## config.mk

```make
export PLATFORM = sky130hd
export DESIGN_NAME = twi_eeprom_target
export DESIGN_NICKNAME = d
export VERILOG_FILES = /design/src/rtl/twi_eeprom_pkg.sv /design/src/rtl/twi_bus_events.sv /design/src/rtl/twi_addr_ctr.sv /design/src/rtl/twi_eeprom_target.sv
export SDC_FILE = /design/constraint.sdc
export NUM_CORES = 1
export LEC_CHECK = 0
export BUFFER_PORTS_ARGS = -buffer_cell sky130_fd_sc_hd__buf_2
export CAP_MARGIN = 10
export CORE_AREA = 2 2 82 84
export DETAILED_ROUTE_END_ITERATION = 7
export DIE_AREA = 0 0 84 86
export PLACE_DENSITY = 0.72
export SLEW_MARGIN = 15
export SYNTH_ARGS = -nofsm -noshare
export SYNTH_HDL_FRONTEND = slang
export SYNTH_HIERARCHICAL = 1
export SYNTH_SLANG_ARGS = --single-unit
```

## constraint.sdc

```tcl
create_clock -name clk_i -period 2 [get_ports clk_i]
set_input_delay 0.2 -clock clk_i [delete_from_list [all_inputs] [get_ports clk_i]]
set_output_delay 0.2 -clock clk_i [all_outputs]
set_load 0.01 [all_outputs]
```

## src/rtl/twi_eeprom_pkg.sv

```systemverilog
package twi_eeprom_pkg;
  typedef enum logic [2:0] {
    ST_IDLE,
    ST_SEL,
    ST_WADDR,
    ST_WDATA,
    ST_RD
  } twi_state_e;

  localparam logic [3:0] DEV_CODE = 4'b1010;
  localparam int unsigned BYTE_W = 8;
endpackage

```

## src/rtl/twi_bus_events.sv

```systemverilog
module twi_bus_events (
  input  logic clk_i,
  input  logic rst_ni,
  input  logic scl_i,
  input  logic sda_i,
  output logic scl_rise_o,
  output logic scl_fall_o,
  output logic start_o,
  output logic stop_o
);
  logic scl_q, sda_q;

  always_ff @(posedge clk_i or negedge rst_ni) begin
    if (!rst_ni) begin
      scl_q <= 1'b1;
      sda_q <= 1'b1;
    end else begin
      scl_q <= scl_i;
      sda_q <= sda_i;
    end
  end

  assign scl_rise_o = scl_i & ~scl_q;
  assign scl_fall_o = ~scl_i & scl_q;
  assign start_o    = scl_i & scl_q & sda_q & ~sda_i;
  assign stop_o     = scl_i & scl_q & ~sda_q & sda_i;
endmodule

```

## src/rtl/twi_addr_ctr.sv

```systemverilog
module twi_addr_ctr #(
  parameter int unsigned ADDR_W    = 8,
  parameter int unsigned PAGE_BITS = 3
) (
  input  logic              clk_i,
  input  logic              rst_ni,
  input  logic              load_i,
  input  logic [ADDR_W-1:0] load_val_i,
  input  logic              page_inc_i,
  input  logic              seq_inc_i,
  output logic [ADDR_W-1:0] addr_o,
  output logic [ADDR_W-1:0] page_next_o
);
  localparam int unsigned HI_W = ADDR_W - PAGE_BITS;

  logic [PAGE_BITS-1:0] low_next;

  assign low_next    = addr_o[PAGE_BITS-1:0] + 1'b1;
  assign page_next_o = {addr_o[ADDR_W-1:PAGE_BITS], low_next};

  always_ff @(posedge clk_i or negedge rst_ni) begin
    if (!rst_ni)         addr_o <= '0;
    else if (load_i)     addr_o <= load_val_i;
    else if (page_inc_i) addr_o <= page_next_o;
    else if (seq_inc_i)  addr_o <= addr_o + 1'b1;
  end

  // page stepping keeps the page number
  assert_page_hold_R5: assert property (@(posedge clk_i) disable iff (!rst_ni)
    (page_inc_i && !load_i) |=> (addr_o[ADDR_W-1:PAGE_BITS] == $past(addr_o[ADDR_W-1:PAGE_BITS])));

  // sequential stepping adds one with wrap at the top
  assert_seq_wrap_R10: assert property (@(posedge clk_i) disable iff (!rst_ni)
    (seq_inc_i && !load_i && !page_inc_i) |=> (addr_o == $past(addr_o) + 1'b1));

  logic [HI_W-1:0] unused_hi;
  assign unused_hi = page_next_o[ADDR_W-1:PAGE_BITS];
endmodule

```

## src/rtl/twi_eeprom_target.sv

```systemverilog
module twi_eeprom_target
  import twi_eeprom_pkg::*;
#(
  parameter int unsigned ADDR_W    = 8,
  parameter int unsigned PAGE_BITS = 3
) (
  input  logic              clk_i,
  input  logic              rst_ni,
  input  logic              scl_i,
  input  logic              sda_i,
  input  logic [2:0]        chip_sel_i,
  output logic              sda_oe_o,
  output logic              mem_rd_o,
  output logic [ADDR_W-1:0] mem_addr_o,
  input  logic [7:0]        mem_rdata_i,
  output logic              wr_byte_o,
  output logic [ADDR_W-1:0] wr_addr_o,
  output logic [7:0]        wr_data_o,
  output logic              wr_commit_o,
  output logic              wr_abort_o,
  input  logic              wr_busy_i
);
  localparam logic [3:0] LAST_SLOT = 4'd8;

  logic scl_rise, scl_fall, start_ev, stop_ev;
  twi_state_e state_q, after_q;
  logic [3:0] cnt_q;
  logic [BYTE_W-1:0] rx_q, tx_q;
  logic first_q, pend_q, load_q;
  logic [ADDR_W-1:0] cur_addr, page_next;
  logic ctr_load, ctr_page, ctr_seq, sel_ok, slot_fall;

  twi_bus_events u_ev (
    .clk_i      (clk_i),
    .rst_ni     (rst_ni),
    .scl_i      (scl_i),
    .sda_i      (sda_i),
    .scl_rise_o (scl_rise),
    .scl_fall_o (scl_fall),
    .start_o    (start_ev),
    .stop_o     (stop_ev)
  );

  assign slot_fall = scl_fall && (cnt_q == LAST_SLOT);
  assign ctr_load  = slot_fall && (state_q == ST_WADDR);
  assign ctr_page  = slot_fall && (state_q == ST_WDATA) && !first_q;
  assign ctr_seq   = scl_rise && (cnt_q == 4'd7) && (state_q == ST_RD);
  assign sel_ok    = (rx_q[7:4] == DEV_CODE) && (rx_q[3:1] == chip_sel_i) && !wr_busy_i;

  twi_addr_ctr #(.ADDR_W(ADDR_W), .PAGE_BITS(PAGE_BITS)) u_ctr (
    .clk_i       (clk_i),
    .rst_ni      (rst_ni),
    .load_i      (ctr_load),
    .load_val_i  (rx_q[ADDR_W-1:0]),
    .page_inc_i  (ctr_page),
    .seq_inc_i   (ctr_seq),
    .addr_o      (cur_addr),
    .page_next_o (page_next)
  );

  assign mem_addr_o = cur_addr;

  always_ff @(posedge clk_i or negedge rst_ni) begin
    if (!rst_ni) begin
      state_q     <= ST_IDLE;
      after_q     <= ST_IDLE;
      cnt_q       <= '0;
      rx_q        <= '0;
      tx_q        <= '1;
      first_q     <= 1'b0;
      pend_q      <= 1'b0;
      load_q      <= 1'b0;
      sda_oe_o    <= 1'b0;
      mem_rd_o    <= 1'b0;
      wr_byte_o   <= 1'b0;
      wr_addr_o   <= '0;
      wr_data_o   <= '0;
      wr_commit_o <= 1'b0;
      wr_abort_o  <= 1'b0;
    end else begin
      mem_rd_o    <= 1'b0;
      wr_byte_o   <= 1'b0;
      wr_commit_o <= 1'b0;
      wr_abort_o  <= 1'b0;
      load_q      <= mem_rd_o;
      if (load_q) tx_q <= mem_rdata_i;

      if (start_ev) begin
        state_q    <= ST_SEL;
        cnt_q      <= '0;
        sda_oe_o   <= 1'b0;
        wr_abort_o <= pend_q;
        pend_q     <= 1'b0;
      end else if (stop_ev) begin
        state_q     <= ST_IDLE;
        sda_oe_o    <= 1'b0;
        wr_commit_o <= pend_q;
        pend_q      <= 1'b0;
      end else if (state_q != ST_IDLE) begin
        if (scl_rise) begin
          if (cnt_q != LAST_SLOT) begin
            rx_q  <= {rx_q[6:0], sda_i};
            cnt_q <= cnt_q + 1'b1;
          end else begin
            cnt_q <= '0;
            if (state_q == ST_RD) begin
              if (sda_i) state_q <= ST_IDLE;   // host NACK
            end else begin
              state_q <= after_q;
            end
          end
        end else if (scl_fall) begin
          if (state_q == ST_RD) begin
            if (cnt_q != LAST_SLOT) begin
              sda_oe_o <= ~tx_q[7];
              tx_q     <= {tx_q[6:0], 1'b1};
            end else begin
              sda_oe_o <= 1'b0;                // host ACK slot, prefetch
              mem_rd_o <= 1'b1;
            end
          end else if (cnt_q == LAST_SLOT) begin
            case (state_q)
              ST_SEL: begin
                if (sel_ok) begin
                  sda_oe_o <= 1'b1;
                  if (rx_q[0]) begin
                    after_q  <= ST_RD;
                    mem_rd_o <= 1'b1;
                  end else begin
                    after_q <= ST_WADDR;
                  end
                end else begin
                  state_q <= ST_IDLE;
                end
              end
              ST_WADDR: begin
                sda_oe_o <= 1'b1;
                first_q  <= 1'b1;
                after_q  <= ST_WDATA;
              end
              ST_WDATA: begin
                sda_oe_o  <= 1'b1;
                first_q   <= 1'b0;
                wr_byte_o <= 1'b1;
                wr_addr_o <= first_q ? cur_addr : page_next;
                wr_data_o <= rx_q;
                pend_q    <= 1'b1;
                after_q   <= ST_WDATA;
              end
              default: sda_oe_o <= 1'b0;
            endcase
          end else if (cnt_q == 4'd0) begin
            sda_oe_o <= 1'b0;
          end
        end
      end
    end
  end

  assert_ack_scl_low_R4: assert property (@(posedge clk_i) disable iff (!rst_ni)
    $rose(sda_oe_o) |-> !scl_i);

  assert_fetch_scl_low_R6: assert property (@(posedge clk_i) disable iff (!rst_ni)
    mem_rd_o |-> !scl_i);

  assert_busy_no_ack_R11: assert property (@(posedge clk_i) disable iff (!rst_ni)
    (state_q == ST_SEL && wr_busy_i) |=> !$rose(sda_oe_o));

  assert_commit_idle_R2: assert property (@(posedge clk_i) disable iff (!rst_ni)
    wr_commit_o |-> (state_q == ST_IDLE && !sda_oe_o));
endmodule

```

==> reports/qor.tcl <==
set qor(yosys.area.top_type_share_pct) 40.9
set qor(die_height_um) 86
set qor(numPortBuffers) 44
set qor(drc_errors) 0
set qor(initial_utilization_pct) 48.7
set qor(detailroute.wirelength.met3_um) 355
set qor(crit_path_end_kind) {register}
set qor(design.die.area_um2) 7220
set qor(core.rowCount) 29
set qor(global_route.overflow_total) 0
set qor(p_leak_uw) 0.00185
set qor(layout.cells.most_common) {sky130_fd_sc_hd__dfrtp_1}
set qor(max-cap-violations) 0
set qor(grt_setup_unrepaired) {yes}
set qor(synth-edff-count) 0
set qor(cts_inserted_buffers) 9
set qor(clock_latency_ns) 0.34
set qor(switchingPower_uw) 751
set qor(synth_area_um2) 3060
set qor(synth_area_leader_cell) {sky130_fd_sc_hd__dfrtp_1}
set qor(synthFlopType) {sky130_fd_sc_hd__dfrtp_1}
set qor(worst_slew_margin_rel_pct) 58.7
set qor(critical_path_required_ns) 2.23
set qor(synthTopCellsByArea) {sky130_fd_sc_hd__dfrtp_1 41%, sky130_fd_sc_hd__dfstp_2 8.6%, sky130_fd_sc_hd__mux2i_1 5.9%}
set qor(drt-initial-drc-count) 177
set qor(met1_length_um) 3270
set qor(tritoncts) {done}
set qor(async_flop_share_pct) 100
set qor(final_antenna_net_count) 0
set qor(die_width_um) 84
set qor(synth-seq-area-share_pct) 49.5
set qor(syn_inst) 277
set qor(antenna_found_initial) 0
set qor(timing.critical_path.arrival_ns) 2.24
set qor(clk_path_buf_depth) 2
set qor(vias_per_cell) 5.29
set qor(worst_hold_class) {input pin to register}
set qor(timing.critical_path.fanout_max) 4
set qor(instances_no_fill) 436
set qor(share_seq_of_total_power_pct) 49.3
set qor(outcome) {finished, violations left}
set qor(drive_above_1_share_pct) 42.6
set qor(report.final.slew_viol_count) 0
set qor(via_count_of_the_first_global_routing_pass) 2339
set qor(switching_share_pct) 26.9
set qor(layout-area-overhead-vs-synth_pct) 27.0
set qor(syn-num-nets) 296
set qor(layout.nets) 373
set qor(internal_dissipation_uw) 2040
set qor(summed_negative_setup_slack_over_all_endpoints_ns) -0.0224
set qor(avg_inst_size_synth_um2) 11.0
set qor(routed_wire_length_per_instance_um) 15.8
set qor(worst_setup_hold_path_clk_slew_ns) 0.07
set qor(num_io_pins) 45
set qor(worst_hold_slack_ns) 0.0706
set qor(layout_worst_path_cycle_share_pct) 101
set qor(comb_power_share_pct) 13.6
set qor(violations_in_the_final_reports) {negative setup slack}
set qor(post-route-worst-setup-slack_ns) -0.0108
set qor(count_of_endpoints_failing_setup_in_the_final_report) 3
set qor(power_frac_clock_pct) 37.2
set qor(largest_net_degree_at_the_start_of_global_routing) 35
set qor(insertedDiodeCount) 0
set qor(globalplace.congestion) 0.848
set qor(grt_first_pass_wirelength_um) 11200
set qor(dr.pass1.iters) 6
set qor(place_inst) 412
set qor(dp.final_hpwl_um) 4670
set qor(finalWirelength_um) 6900
set qor(final-hold-violation-count) 0
set qor(maxUsedRoutingLayer) {met4}
set qor(maxClockFrequency_ghz) 0.497
set qor(route.met2.wl_um) 3210
set qor(synthesis.yosys.warnings) 6
set qor(routed-via-count) 2306
set qor(cts.sink_count) 60
set qor(peakVddDrop_mv) 0.362
set qor(critical_path_class) {register to register}
set qor(actual_transition_at_the_worst_max_transition_pin_ns) 0.619
set qor(finalWorstPathRequiredPeriod_ns) 2.01
set qor(commonest_cells_after_routing_fill_and_taps_aside) {50 x sky130_fd_sc_hd__dfrtp_1, 45 x sky130_fd_sc_hd__buf_2, 32 x sky130_fd_sc_hd__nand2_1, 30 x sky130_fd_sc_hd__buf_4, 18 x sky130_fd_sc_hd__mux2i_1}
set qor(startpoint_type) {register}
set qor(grt_overall_usage_pct) 19.7
set qor(worst_clock_skew_ns) 0.00858
set qor(p_per_area_nw_per_um2) 719
set qor(clock_tree.htree_level_count) 3
set qor(cts_root_buffer_type) {sky130_fd_sc_hd__clkbuf_8}
set qor(synth_cell_types) 54
set qor(floorplan.core_area_um2) 6280
set qor(ys_seq_elements) 60
-- cell families after synthesis --
logic type | synth area share (%)
flip-flops | 49.5
adder cells (fa/ha/maj) | 1.23
XOR/XNOR | 1.72
AO/OA/AOI/OAI | 11.8
buffers and inverters | 5.07
AND/OR/NAND/NOR | 18.4
multiplexers | 12.3
-- registers in the layout (all words and copies together) (netlist names), 3 cells and up --
register,flops
wr_addr_o,8
tx_q,8
wr_data_o,8
u_ctr/addr_o,8
rx_q,8
after_q,3
cnt_q,4
state_q,3
-- worst max-delay path, stage by stage (launching register included) --
cell,delay (ns)
sky130_fd_sc_hd__dfstp_2,0.53
sky130_fd_sc_hd__and4b_2,0.28
sky130_fd_sc_hd__buf_6,0.14
sky130_fd_sc_hd__nor2b_4,0.11
sky130_fd_sc_hd__nand2_2,0.08
sky130_fd_sc_hd__nor3_4,0.26
sky130_fd_sc_hd__buf_4,0.18
sky130_fd_sc_hd__mux2_2,0.32
-- what timing repair did --
| item | CTS | global route |
|---|---|---|
| resized for setup | 2 | 25 |
| hold buffers | 3 | 0 |
| setup endpoints to repair | 1 | 33 |
| setup buffers | 1 | 2 |
| cloned | 0 | 2 |
| endpoints found under the hold margin | 26 | 0 |
| pin swaps | 1 | 5 |
-- stage by stage --
step | util [%] | area, um^2 | setup WS [ns] | total power, uW
after CTS | 60.0 | 3770 | 0.00554 | 2780
after global placement | 56.1 | 3520 | 0.0231 | 1710
after floorplan | - | 3080 | 0.00692 | 1570
final | 61.9 | 3880 | -0.0108 | 2790
after global routing | 61.9 | 3880 | -0.0580 | 2920
after detailed placement | 56.1 | 3520 | -0.0346 | 1730
-- cell usage after synthesis (7+ instances only) --
cell,number
sky130_fd_sc_hd__o21ai_0,14
sky130_fd_sc_hd__mux2_4,7
sky130_fd_sc_hd__nor2b_1,7
sky130_fd_sc_hd__dfrtp_1,50
sky130_fd_sc_hd__mux2_2,8
sky130_fd_sc_hd__dfstp_2,10
sky130_fd_sc_hd__nand2_1,33
sky130_fd_sc_hd__inv_1,9
sky130_fd_sc_hd__o21ai_2,8
sky130_fd_sc_hd__mux2i_1,18
sky130_fd_sc_hd__nor2_1,16
-- cell type report --
type / count / area, um^2
Fill cell: 517 / 2390
Sequential cell: 60 / 1510
Multi-Input combinational cell: 191 / 1490
Timing Repair Buffer: 83 / 549
Clock buffer: 12 / 165
Tap cell: 77 / 96.3
Inverter: 9 / 33.8
Clock inverter: 4 / 31.3
-- final timing paths --
path                                start      end  slack, ns  cells past startpoint
max                            u_ev/sda_q  rx_q[2]      -0.01                      7
min                        mem_rdata_i[0]  tx_q[0]       0.07                      2
max reg2reg                    u_ev/sda_q  rx_q[2]      -0.01                      7
min reg2reg                      mem_rd_o   load_q       0.37                      0
max in group asynchronous          rst_ni  tx_q[6]       0.92                      3
min in group asynchronous          rst_ni  rx_q[4]       0.41                      2
-- per-layer routing --
layer,GRT usage [%],up-vias
met5,0,-
li1,-,1142
met2,30.1,66
met4,7.18,0
met1,26.2,1092
met3,6.54,6
-- power groups by stage --
stage | sequential (uW) | clock [uW] | combinational [uW]
finish | 1370 | 1040 | 378
global placement | 1390 | 0 | 327
detailed placement | 1390 | 0 | 336
global route | 1390 | 1110 | 417
floorplan | 1380 | 0 | 190
CTS | 1370 | 1060 | 348
No activity file was read; power rests on OpenSTA's default activity.
